`config.mk`:
```
export PLATFORM = sky130hd
export DESIGN_NAME = dma_req_sched
export DESIGN_NICKNAME = d
export VERILOG_FILES = /design/src/rtl/dreq_pkg.sv /design/src/rtl/dreq_edge_map.sv /design/src/rtl/dreq_chan_state.sv /design/src/rtl/dreq_engine.sv /design/src/rtl/dma_req_sched.sv
export SDC_FILE = /design/constraint.sdc
export NUM_CORES = 1
export LEC_CHECK = 0
export BUFFER_PORTS_ARGS = -buffer_cell sky130_fd_sc_hd__buf_2
export CORE_MARGIN = 5
export CORE_UTILIZATION = 26
export CTS_CLUSTER_SIZE = 25
export DETAILED_ROUTE_END_ITERATION = 16
export PLACE_DENSITY = 0.46
export SLEW_MARGIN = 5
export SYNTH_ARGS = -nofsm -noshare
export SYNTH_HDL_FRONTEND = slang
export SYNTH_HIERARCHICAL = 1
export SYNTH_SLANG_ARGS = --single-unit
```
`constraint.sdc`:
```
create_clock -name clk -period 6.3 [get_ports clk]
set_input_delay 0.63 -clock clk [delete_from_list [all_inputs] [get_ports clk]]
set_output_delay 0.63 -clock clk [all_outputs]
set_load 0.1 [all_outputs]
```
`src/rtl/dreq_pkg.sv`:
```
package dreq_pkg;
   typedef enum logic [2:0] {
      CFG_MAP    = 3'd0,
      CFG_WM     = 3'd1,
      CFG_MASK   = 3'd2,
      CFG_ERRCLR = 3'd3,
      CFG_CHRST  = 3'd4
   } cfg_op_e;
endpackage

```
`src/rtl/dreq_edge_map.sv`:
```
module dreq_edge_map #(
   parameter int NUM_REQ = 4,
   parameter int NUM_CH  = 4,
   parameter int CH_W    = 2,
   parameter int IDX_W   = 2
) (
   input  logic               clk,
   input  logic               rst_n,
   input  logic [NUM_REQ-1:0] req_i,
   input  logic               map_wr,
   input  logic [IDX_W-1:0]   map_idx,
   input  logic [CH_W-1:0]    map_val,
   output logic [NUM_REQ-1:0] mirror_o,
   output logic [NUM_CH-1:0]  act_o,
   output logic [NUM_CH-1:0]  lvl_o
);
   logic [NUM_REQ-1:0] req_q, req_qq;
   logic [NUM_REQ-1:0] rise;
   logic [CH_W-1:0]    map_tbl [NUM_REQ];

   always_ff @(posedge clk or negedge rst_n) begin
      if (!rst_n) begin
         req_q  <= '0;
         req_qq <= '0;
      end else begin
         req_q  <= req_i;
         req_qq <= req_q;
      end
   end

   assign rise     = req_q & ~req_qq;
   assign mirror_o = req_q;

   for (genvar r = 0; r < NUM_REQ; r++) begin : g_map
      always_ff @(posedge clk or negedge rst_n) begin
         if (!rst_n)
            map_tbl[r] <= CH_W'(r % NUM_CH);
         else if (map_wr && (int'(map_idx) == r))
            map_tbl[r] <= map_val;
      end
   end

   always_comb begin
      act_o = '0;
      lvl_o = '0;
      for (int r = 0; r < NUM_REQ; r++) begin
         act_o[map_tbl[r]] = act_o[map_tbl[r]] | rise[r];
         lvl_o[map_tbl[r]] = lvl_o[map_tbl[r]] | req_q[r];
      end
   end

   AST_MIRROR_TRACK: assert property (@(posedge clk) disable iff (!rst_n)
      $past(rst_n) |-> mirror_o == $past(req_i));
endmodule

```
`src/rtl/dreq_chan_state.sv`:
```
module dreq_chan_state #(
   parameter int NUM_CH = 4,
   parameter int CH_W   = 2
) (
   input  logic              clk,
   input  logic              rst_n,
   input  logic [NUM_CH-1:0] act_i,
   input  logic [NUM_CH-1:0] fin_i,
   input  logic [NUM_CH-1:0] err_clr_i,
   input  logic [NUM_CH-1:0] ch_rst_i,
   input  logic              mask_wr,
   input  logic [CH_W-1:0]   mask_idx,
   input  logic              mask_val,
   output logic [NUM_CH-1:0] pend_o,
   output logic [NUM_CH-1:0] err_o,
   output logic              irq_o
);
   logic [NUM_CH-1:0] mask_q;

   for (genvar c = 0; c < NUM_CH; c++) begin : g_ch
      always_ff @(posedge clk or negedge rst_n) begin
         if (!rst_n) begin
            pend_o[c] <= 1'b0;
            err_o[c]  <= 1'b0;
            mask_q[c] <= 1'b0;
         end else begin
            if (act_i[c])
               pend_o[c] <= 1'b1;
            else if (fin_i[c] || ch_rst_i[c])
               pend_o[c] <= 1'b0;

            if (act_i[c] && pend_o[c])
               err_o[c] <= 1'b1;
            else if (err_clr_i[c] || ch_rst_i[c])
               err_o[c] <= 1'b0;

            if (mask_wr && (int'(mask_idx) == c))
               mask_q[c] <= mask_val;
         end
      end

      AST_PEND_ON_EDGE: assert property (@(posedge clk) disable iff (!rst_n)
         act_i[c] |=> pend_o[c]);
      AST_ERR_ON_REPEAT: assert property (@(posedge clk) disable iff (!rst_n)
         act_i[c] && pend_o[c] |=> err_o[c]);
      AST_ERR_STICKY: assert property (@(posedge clk) disable iff (!rst_n)
         err_o[c] && !err_clr_i[c] && !ch_rst_i[c] |=> err_o[c]);
   end

   assign irq_o = |(err_o & mask_q);
endmodule

```
`src/rtl/dreq_engine.sv`:
```
module dreq_engine #(
   parameter int NUM_CH = 4,
   parameter int CH_W   = 2,
   parameter int WM_W   = 4,
   parameter int DEF_WM = 4
) (
   input  logic              clk,
   input  logic              rst_n,
   input  logic [NUM_CH-1:0] pend_i,
   input  logic [NUM_CH-1:0] err_i,
   input  logic [NUM_CH-1:0] lvl_i,
   input  logic              wm_wr,
   input  logic [CH_W-1:0]   wm_idx,
   input  logic [WM_W-1:0]   wm_val,
   input  logic              ack_i,
   output logic              valid_o,
   output logic [CH_W-1:0]   ch_o,
   output logic              done_o,
   output logic [NUM_CH-1:0] fin_o
);
   logic [WM_W-1:0]   wm_tbl [NUM_CH];
   logic              busy;
   logic [CH_W-1:0]   cur;
   logic [WM_W-1:0]   cnt;
   logic [CH_W-1:0]   sel;
   logic              any_ready;
   logic [NUM_CH-1:0] ready;
   logic [WM_W-1:0]   eff_wm;
   logic              last;
   logic              abort;

   for (genvar c = 0; c < NUM_CH; c++) begin : g_wm
      always_ff @(posedge clk or negedge rst_n) begin
         if (!rst_n)
            wm_tbl[c] <= WM_W'(DEF_WM);
         else if (wm_wr && (int'(wm_idx) == c))
            wm_tbl[c] <= wm_val;
      end
   end

   assign ready = pend_i & ~err_i;

   always_comb begin
      sel       = '0;
      any_ready = 1'b0;
      for (int c = 0; c < NUM_CH; c++) begin
         if (ready[c]) begin
            sel       = CH_W'(c);
            any_ready = 1'b1;
         end
      end
   end

   assign eff_wm  = (wm_tbl[cur] == '0) ? WM_W'(1) : wm_tbl[cur];
   assign last    = (cnt >= eff_wm - WM_W'(1));
   assign abort   = busy && (!pend_i[cur] || err_i[cur]);
   assign valid_o = busy && !abort;
   assign ch_o    = cur;
   assign done_o  = valid_o && ack_i && last;

   always_comb begin
      fin_o = '0;
      if (done_o && !lvl_i[cur])
         fin_o[cur] = 1'b1;
   end

   always_ff @(posedge clk or negedge rst_n) begin
      if (!rst_n) begin
         busy <= 1'b0;
         cur  <= '0;
         cnt  <= '0;
      end else if (!busy) begin
         if (any_ready) begin
            busy <= 1'b1;
            cur  <= sel;
            cnt  <= '0;
         end
      end else if (abort) begin
         busy <= 1'b0;
      end else if (ack_i) begin
         if (last) begin
            cnt <= '0;
            if (!lvl_i[cur])
               busy <= 1'b0;
         end else begin
            cnt <= cnt + WM_W'(1);
         end
      end
   end

   AST_STALL_DROP: assert property (@(posedge clk) disable iff (!rst_n)
      busy && err_i[cur] |=> !busy);
   AST_FIN_ONEHOT: assert property (@(posedge clk) disable iff (!rst_n)
      $onehot0(fin_o));
   AST_CH_HELD: assert property (@(posedge clk) disable iff (!rst_n)
      busy && $past(busy) |-> $stable(cur));
   AST_RECHECK_LEVEL: assert property (@(posedge clk) disable iff (!rst_n)
      done_o && lvl_i[cur] |=> busy && $stable(cur));
endmodule

```
`src/rtl/dma_req_sched.sv`:
```
module dma_req_sched #(
   parameter int NUM_REQ = 4,
   parameter int NUM_CH  = 4,
   parameter int WM_W    = 4,
   parameter int DEF_WM  = 4,
   parameter int CFG_W   = 8,
   localparam int CH_W   = (NUM_CH > 1) ? $clog2(NUM_CH) : 1,
   localparam int MAXN   = (NUM_REQ > NUM_CH) ? NUM_REQ : NUM_CH,
   localparam int IDX_W  = (MAXN > 1) ? $clog2(MAXN) : 1
) (
   input  logic               clk,
   input  logic               rst_n,
   input  logic [NUM_REQ-1:0] req_i,
   input  logic               cfg_we,
   input  logic [2:0]         cfg_op,
   input  logic [IDX_W-1:0]   cfg_idx,
   input  logic [CFG_W-1:0]   cfg_data,
   output logic [NUM_REQ-1:0] mirror_o,
   output logic [NUM_CH-1:0]  pend_o,
   output logic [NUM_CH-1:0]  err_o,
   output logic               irq_o,
   output logic               xfer_valid_o,
   output logic [CH_W-1:0]    xfer_ch_o,
   input  logic               xfer_ack_i,
   output logic               burst_done_o
);
   import dreq_pkg::*;

   if (NUM_CH < 2 || (1 << CH_W) != NUM_CH) begin : g_bad_ch
      $error("NUM_CH must be a power of two of at least 2");
   end
   if (NUM_REQ < 1) begin : g_bad_req
      $error("NUM_REQ must be positive");
   end
   if (CFG_W < NUM_CH || CFG_W < WM_W || CFG_W < CH_W) begin : g_bad_cfg
      $error("CFG_W too narrow for channel vectors or watermark");
   end
   if (DEF_WM >= (1 << WM_W)) begin : g_bad_wm
      $error("DEF_WM does not fit in WM_W bits");
   end

   cfg_op_e           op;
   logic              map_wr, wm_wr, mask_wr;
   logic [NUM_CH-1:0] err_clr, ch_rst;
   logic [NUM_CH-1:0] act, lvl, fin;

   assign op      = cfg_op_e'(cfg_op);
   assign map_wr  = cfg_we && (op == CFG_MAP);
   assign wm_wr   = cfg_we && (op == CFG_WM);
   assign mask_wr = cfg_we && (op == CFG_MASK);
   assign err_clr = (cfg_we && op == CFG_ERRCLR) ? cfg_data[NUM_CH-1:0] : '0;
   assign ch_rst  = (cfg_we && op == CFG_CHRST)  ? cfg_data[NUM_CH-1:0] : '0;

   dreq_edge_map #(.NUM_REQ(NUM_REQ), .NUM_CH(NUM_CH), .CH_W(CH_W), .IDX_W(IDX_W)) u_edge (
      .clk(clk), .rst_n(rst_n), .req_i(req_i),
      .map_wr(map_wr), .map_idx(cfg_idx), .map_val(cfg_data[CH_W-1:0]),
      .mirror_o(mirror_o), .act_o(act), .lvl_o(lvl)
   );

   dreq_chan_state #(.NUM_CH(NUM_CH), .CH_W(CH_W)) u_state (
      .clk(clk), .rst_n(rst_n), .act_i(act), .fin_i(fin),
      .err_clr_i(err_clr), .ch_rst_i(ch_rst),
      .mask_wr(mask_wr), .mask_idx(cfg_idx[CH_W-1:0]), .mask_val(cfg_data[0]),
      .pend_o(pend_o), .err_o(err_o), .irq_o(irq_o)
   );

   dreq_engine #(.NUM_CH(NUM_CH), .CH_W(CH_W), .WM_W(WM_W), .DEF_WM(DEF_WM)) u_eng (
      .clk(clk), .rst_n(rst_n), .pend_i(pend_o), .err_i(err_o), .lvl_i(lvl),
      .wm_wr(wm_wr), .wm_idx(cfg_idx[CH_W-1:0]), .wm_val(cfg_data[WM_W-1:0]),
      .ack_i(xfer_ack_i), .valid_o(xfer_valid_o), .ch_o(xfer_ch_o),
      .done_o(burst_done_o), .fin_o(fin)
   );

   AST_IRQ_HAS_ERR: assert property (@(posedge clk) disable iff (!rst_n)
      irq_o |-> (err_o != '0));
   AST_STALL_NO_XFER: assert property (@(posedge clk) disable iff (!rst_n)
      xfer_valid_o |-> !err_o[xfer_ch_o]);
   AST_DONE_HANDSHAKE: assert property (@(posedge clk) disable iff (!rst_n)
      burst_done_o |-> xfer_valid_o && xfer_ack_i);
   AST_VALID_PENDING: assert property (@(posedge clk) disable iff (!rst_n)
      xfer_valid_o |-> pend_o[xfer_ch_o]);
endmodule

```
==> impl_metrics.csv, run 1 <==
group,metric,value,unit
outcome,status,"completed",
placed_design,gp_congestion,0.786,
setup_path,cp_data_required_time,5.67,ns
power_and_ir_drop,power_density,421,mW/mm2
logic_synthesis,synth_edf_count,0,
clock_tree,cts_buffers,5,
setup_path,cp-start-kind,"register",
logic_synthesis,synth_cell_types,60,
placed_design,dp.cells,418,
setup_path,path_delay_family,"simple AND/OR/NAND/NOR gates",
timing,hold_viol_final,0,
global_route,grt_usage,0.106,
global_route,grt_max_degree,52,
timing,drv_slew,0,
setup_path,cp_num_buf_inv,1,
min_path,holdPathEnd,"u_edge/mirror_o[2]",
logic_synthesis,synthArstFlopShare,1.00,
timing,tns,0,ns
detailed_routing,vias_per_cell,4.88,
logic_synthesis,post_synth.cell_area_avg,11.7,um2
detailed_routing,vias,2080,
min_path,worstHoldStart,"req_i[2]",
clock_tree,post_cts_buffers,0,
setup_path,cp_slowest_cell,"dfrtp_1",
detailed_routing,wl_per_cell,15.8,um
layout,fin_area,0.00334,mm2
logic_synthesis,syn_area,0.00290,mm2
layout,diodes,0,
timing,relSlewSlack,0.511,
clock_tree,cts_resized,0,
power_and_ir_drop,power.leakage,1.38,nW
detailed_routing,top_layer_used,"met4",
placed_design,io_buffers,33,
timing,fmax,0.226,GHz
global_route,grt_pass1_vias,2127,
timing,skew,0.0103,ns
clock_tree,cts_sinks,51,
clock_tree,clockRootBuffer,"clkbuf_8",
min_path,holdPathStages,1,
timing,finalSetupViolations,0,
setup_path,r2r_start,"u_eng/ch_o[0]",
setup_path,worstRegToRegCells,14,
logic_synthesis,yosysSeqAreaShare,0.443,
setup_path,arrival,3.79,ns
setup_path,end_kind,"primary output",
detailed_routing,wl_met3,291,um
detailed_routing,antenna_left,0,
setup_path,crit_chain,"mux4_2, or2_1, nor2_1, nor2_1, ha_1, xnor2_1, ha_1, o211ai_1, o21ai_0, nand2_1, nor2_2, buf_2",
logic_synthesis,yosys_warnings,6,
layout,nets,312,
global_route,grt_overflow,0,
setup_path,crit_path_max_fanout,12,
clock_tree,hold_buffers,0,
layout,final_common_cell,"dfrtp_1",
layout,fin_util,0.306,
detailed_routing,dr.first_iter.drc_count,78,
detailed_routing,drcViolationCount,0,
clock_tree,clk_pin_slew,0.10,ns
floorplanning,floorplan.rows,38,
timing,finalCritPeriodShare,0.701,
floorplanning,die_h,116,um
layout,layout-drive-gt1-share,0.339,
floorplanning,pin_count,38,
flow_run,drv_cap,0,
detailed_routing,drt-met1-wl,3370,um
layout,mostFrequentLayoutCells,"43 x dfrtp_1, 33 x buf_2, 26 x mux2_2",
clock_tree,cts.path.max_buffers,2,
setup_path,cpPeakStageDelay,0.73,ns
logic_synthesis,ys_ff_latch,51,
timing,min_period,4.42,ns
placed_design,detailed_place_hpwl,5100,um
clock_tree,htreeDepth,2,
global_route,grt_pass1_wl,11200,um
logic_synthesis,synth.net_count,276,
setup_path,reg2reg_slack,2.65,ns
layout,area_growth,15.0,%
timing,rsz0062_at_grt,"false",
clock_tree,insertion_delay,0.31,ns
floorplanning,core,0.0109,mm2
setup_path,timing.rr.end,"u_state/pend_o[0]",
logic_synthesis,synth_ff_type,"dfrtp_1",
timing,finalWorstSetupSlack,1.88,ns
floorplanning,start_util,0.267,
floorplanning,die_w,116,um
min_path,min_path_type,"in2reg",
power_and_ir_drop,power.total,1.40,mW
timing,worst_slew_pin_slew,0.732,ns
detailed_routing,firstDrtPassIters,4,
clock_tree,cts_tree,"done",
layout,fin_cells,426,
placed_design,place_ws,2.18,ns
global_route,grt_antenna_before_repair,0,
detailed_routing,route.met2.wl,2990,um
logic_synthesis,syn_inst,249,
floorplanning,design.die.area,0.0134,mm2
detailed_routing,wl,6720,um
setup_path,crit_type,"reg2out",
timing,holdWs,0.423,ns
placed_design,place_area,0.00322,mm2
power_and_ir_drop,irDropWorstVdd,0.266,mV
-- cell usage after synthesis, types with 4 or more instances --
cell      number  share of area
and2_1         7          0.015
mux4_2         5          0.039
nand2_1       10          0.013
o21ai_0        4         0.0069
nor2b_1        5          0.011
a21oi_1        7          0.012
nand3_1       10          0.017
dfstp_2        8          0.072
nor3b_1        7          0.018
mux2_2        26           0.10
nand2b_1       4         0.0086
dfrtp_1       43           0.37
nand3b_1      11          0.028
o21ai_1        4         0.0069
o211ai_1       4          0.010
ha_1           6          0.026
a21o_1         4          0.010
a22o_1         5          0.015
nor2_1        18          0.023
inv_1          5         0.0065
-- cell type report --
class	instances	area [um2]
clock inverters	3	47.5
multi-input cells	188	1570
repair buffers	34	173
well taps	140	175
inverters	5	18.8
fillers	1134	7550
flip-flops and latches	51	1290
clock buffers	5	68.8
-- flip-flops by register name (all words and copies together) (netlist names), 2 cells and up --
register	cells
u_edge/map_tbl	8
u_edge/mirror_o	4
u_edge/req_qq	4
u_eng/ch_o	2
u_eng/cnt	4
u_eng/wm_tbl	16
u_state/err_o	4
u_state/mask_q	4
u_state/pend_o	4
-- worst max-delay path by stage --
| stage | end | slack, ns | from | cells after the start |
|---|---|---|---|---|
| after floorplan | u_state/pend_o[0] | 1.73 | u_eng/ch_o[0] | 15 |
| after global placement | burst_done_o | 2.23 | u_eng/ch_o[0] | 12 |
| after detailed placement | burst_done_o | 2.18 | u_eng/ch_o[0] | 12 |
| after CTS | burst_done_o | 1.83 | u_eng/ch_o[0] | 12 |
| after global routing | burst_done_o | 1.66 | u_eng/ch_o[0] | 12 |
| final | burst_done_o | 1.88 | u_eng/ch_o[0] | 12 |
-- kinds of logic (layout without fill, tap and decap cells) --
kind of cell,count (synthesis),after routing,share of synthesized area
DFF,51,51,0.443
buffers and inverters,10,47,0.0168
xor gates and xnor gates,2,2,0.00604
adders and majority gates,6,6,0.0259
muxes,34,34,0.156
AOI/OAI and AO/OA,44,44,0.125
and+or+nand+nor,102,102,0.227
-- power breakdown --
group | leakage, nW | total, mW | internal (mW) | switching (mW)
sequential | 0.603 | 0.514 | 0.403 | 0.111
clock | 0.0587 | 0.238 | 0.121 | 0.117
combinational | 0.719 | 0.652 | 0.226 | 0.426
total | 1.38 | 1.40 | 0.750 | 0.654
-- routing by layer --
metal | global-route usage | vias up
met5 | 0 | -
met4 | 0.0302 | 0
met3 | 0.0178 | 4
met2 | 0.162 | 41
met1 | 0.155 | 1028
li1 | - | 1007
Note: power is estimated with default switching activity, not from simulation.
==> run 2: changes to the inputs <==
ABC_AREA = 1   (was unset)
PLACE_DENSITY = 0.47   (was 0.46)
clock period = 3.7 ns   (was 6.3 ns; I/O delays follow)
==> impl_metrics.csv, run 2 <==
group,metric,value,unit
power_and_ir_drop,p_comb_frac,0.529,
logic_synthesis,syn_inst,487,
power_and_ir_drop,power_density,723,mW/mm2
power_and_ir_drop,p_sw_frac,0.521,
setup_path,cp-start-kind,"register",
setup_path,crit_type,"reg2out",
detailed_routing,dr.first_iter.drc_count,242,
clock_tree,cts_sinks,51,
logic_synthesis,ys_ff_latch,51,
detailed_routing,firstDrtPassIters,5,
floorplanning,floorplan.rows,41,
layout,nets,553,
logic_synthesis,yosysSeqAreaShare,0.386,
timing,finalCritPeriodShare,0.907,
logic_synthesis,post_synth.cell_area_avg,6.83,um2
setup_path,cpPeakStageDelay,0.49,ns
power_and_ir_drop,p_clk_frac,0.168,
setup_path,crit_path_max_fanout,8,
logic_synthesis,synthArstFlopShare,1.00,
logic_synthesis,synthTopCellsByCount,"167 x nand2_1, 69 x inv_1, 60 x nand3_1, 43 x dfrtp_1, 34 x nor2_1",
logic_synthesis,synthTopCellsByArea,"dfrtp_1 32%, nand2_1 19%, nand3_1 9.0%, inv_1 7.8%, dfstp_2 6.3%",
logic_synthesis,synth_cell_types,33,
floorplanning,core,0.0126,mm2
clock_tree,post_cts_buffers,0,
placed_design,detailed_place_hpwl,6890,um
layout,largest_reg_flops,16,
layout,diodes,0,
clock_tree,clockRootBuffer,"clkbuf_16",
clock_tree,clk_pin_slew,0.07,ns
clock_tree,cts_tree,"done",
outcome,status,"completed",
setup_path,cpMostUsedCell,"nand2_1",
power_and_ir_drop,power.internal,1.33,mW
setup_path,cp_data_required_time,3.33,ns
floorplanning,pin_count,38,
layout,final_common_cell,"nand2_1",
layout,area_growth,15.5,%
setup_path,path_delay_family,"simple AND/OR/NAND/NOR gates",
timing,drv_slew,0,
detailed_routing,wl_per_cell,12.4,um
power_and_ir_drop,power.leakage,2.02,nW
logic_synthesis,synth.net_count,514,
layout,mostFrequentLayoutCells,"167 x nand2_1, 69 x inv_1, 60 x nand3_1",
global_route,grt_antenna_before_repair,0,
setup_path,arrival,2.98,ns
detailed_routing,wl,8680,um
floorplanning,die_w,123,um
detailed_routing,drcViolationCount,0,
setup_path,cp_slowest_cell,"dfrtp_1",
setup_path,crit_chain,"inv_2, nand2_2, inv_1, nand2_1, nand3_1, a21oi_1, a21boi_1, ha_1, ha_1, nand2_1, nand2_1, nand2_1, nand3_1, nand2_1, nor2_4, clkbuf_4",
setup_path,end_kind,"primary output",
timing,relSlewSlack,0.473,
layout,fin_util,0.306,
global_route,grt_overflow,0,
timing,min_period,3.35,ns
timing,worst_slew_pin_slew,0.784,ns
placed_design,gp_congestion,0.885,
logic_synthesis,yosys_warnings,6,
logic_synthesis,syn_area,0.00333,mm2
setup_path,cp_num_buf_inv,3,
detailed_routing,vias,3184,
logic_synthesis,synth_ff_type,"dfrtp_1",
global_route,grt_max_degree,31,
global_route,grt_pass1_vias,2954,
clock_tree,insertion_delay,0.29,ns
placed_design,io_buffers,33,
layout,layout-drive-gt1-share,0.161,
timing,rsz0062_at_grt,"false",
layout,top_regs,"u_eng/wm_tbl x16, u_edge/map_tbl x8",
global_route,grt_usage,0.121,
floorplanning,start_util,0.265,
logic_synthesis,synth_edf_count,0,
clock_tree,htreeDepth,2,
clock_tree,cts.path.max_buffers,2,
timing,fmax,0.298,GHz
power_and_ir_drop,switching_power,1.45,mW
logic_synthesis,yosys.cell_count.top_type,"nand2_1",
min_path,min_path_type,"in2async",
timing,tns,0,ns
power_and_ir_drop,irDropWorstVdd,0.263,mV
global_route,grt_pass1_wl,14600,um
clock_tree,cts_buffers,5,
logic_synthesis,yosysTopAreaCellShare,0.323,
detailed_routing,vias_per_cell,4.56,
flow_run,drv_cap,0,
logic_synthesis,yosysTopAreaCell,"dfrtp_1",
detailed_routing,antenna_left,0,
timing,skew,0.00345,ns
layout,top_register,"u_eng/wm_tbl",
timing,hold_viol_final,0,
timing,finalSetupViolations,0,
floorplanning,die_h,123,um
power_and_ir_drop,p_seq_frac,0.303,
floorplanning,design.die.area,0.0152,mm2
run 2: layout make-up:
type,instances,area (um2)
Fill cell,1374,8720
Clock buffer,6,129
Timing Repair Buffer,34,175
Sequential cell,51,1290
Tap cell,172,215
Clock inverter,2,12.5
Inverter,76,288
Multi-Input combinational cell,358,1740
run 2: worst paths after layout:
path,start,to,slack [ns],depth (start not counted)
min,rst_n,u_eng/cnt[1],0.14,1
max reg2reg,u_eng/ch_o[1],u_state/pend_o[0],0.83,19
max in group asynchronous,rst_n,u_edge/map_tbl[1],2.72,2
max,u_eng/ch_o[1],burst_done_o,0.35,16
min reg2reg,u_edge/mirror_o[1],u_edge/req_qq[1],0.40,0
min in group clk,req_i[0],u_edge/mirror_o[0],0.18,1
run 2: power by group through the flow:
stage               combinational (mW)  sequential [mW]  clock, mW
floorplan                        0.906             1.10          0
global placement                  1.46            0.851          0
detailed placement                1.47            0.851          0
CTS                               1.48            0.841      0.489
global route                      1.66            0.866      0.506
finish                            1.47            0.842      0.468
run 2: worst reg2reg max path, delay by kind of cell (launching register included):
family	cells	cell delay (ns)
AND/OR/NAND/NOR	12	0.98
adder cells (fa/ha/maj)	2	0.56
buffers and inverters	2	0.20
AO/OA/AOI/OAI	3	0.54
flip-flops	1	0.49
run 2: timing repair:
action,4_1_cts,5_1_grt
hold buffers,0,0
setup endpoints to repair,0,1
resized for setup,0,2
run 2: kinds of logic (layout without fill, tap and decap cells):
group                      after synthesis  count (layout)  share of synthesized area
DFF                                     51              51                      0.386
adders and majority gates                6               6                     0.0226
buffers and inverters                   78             118                     0.0921
xor gates and xnor gates                 3               3                    0.00790
and+or+nand+nor                        297             297                      0.400
AOI/OAI and AO/OA                       52              52                     0.0910
run 2: stage by stage:
step	area (um2)	total power, mW	setup slack (ns)	std cells	hold WS, ns
after floorplan	3330	2.01	0.0264	487	0.0744
final	3840	2.78	0.345	699	0.140
after detailed placement	3700	2.33	0.510	691	0.396
after global placement	3700	2.31	0.545	691	0.383
after global routing	3840	3.03	0.0101	699	0.177
after CTS	3840	2.81	0.181	699	0.177
run 2: routing by layer:
| metal | up-vias | share of wire | global-route usage |
|---|---|---|---|
| met3 | 6 | 0.051 | 0.0188 |
| met2 | 80 | 0.42 | 0.180 |
| met4 | 0 | 0.0099 | 0.0249 |
| met1 | 1466 | 0.52 | 0.184 |
| met5 | - | 0 | 0 |
| li1 | 1632 | - | - |
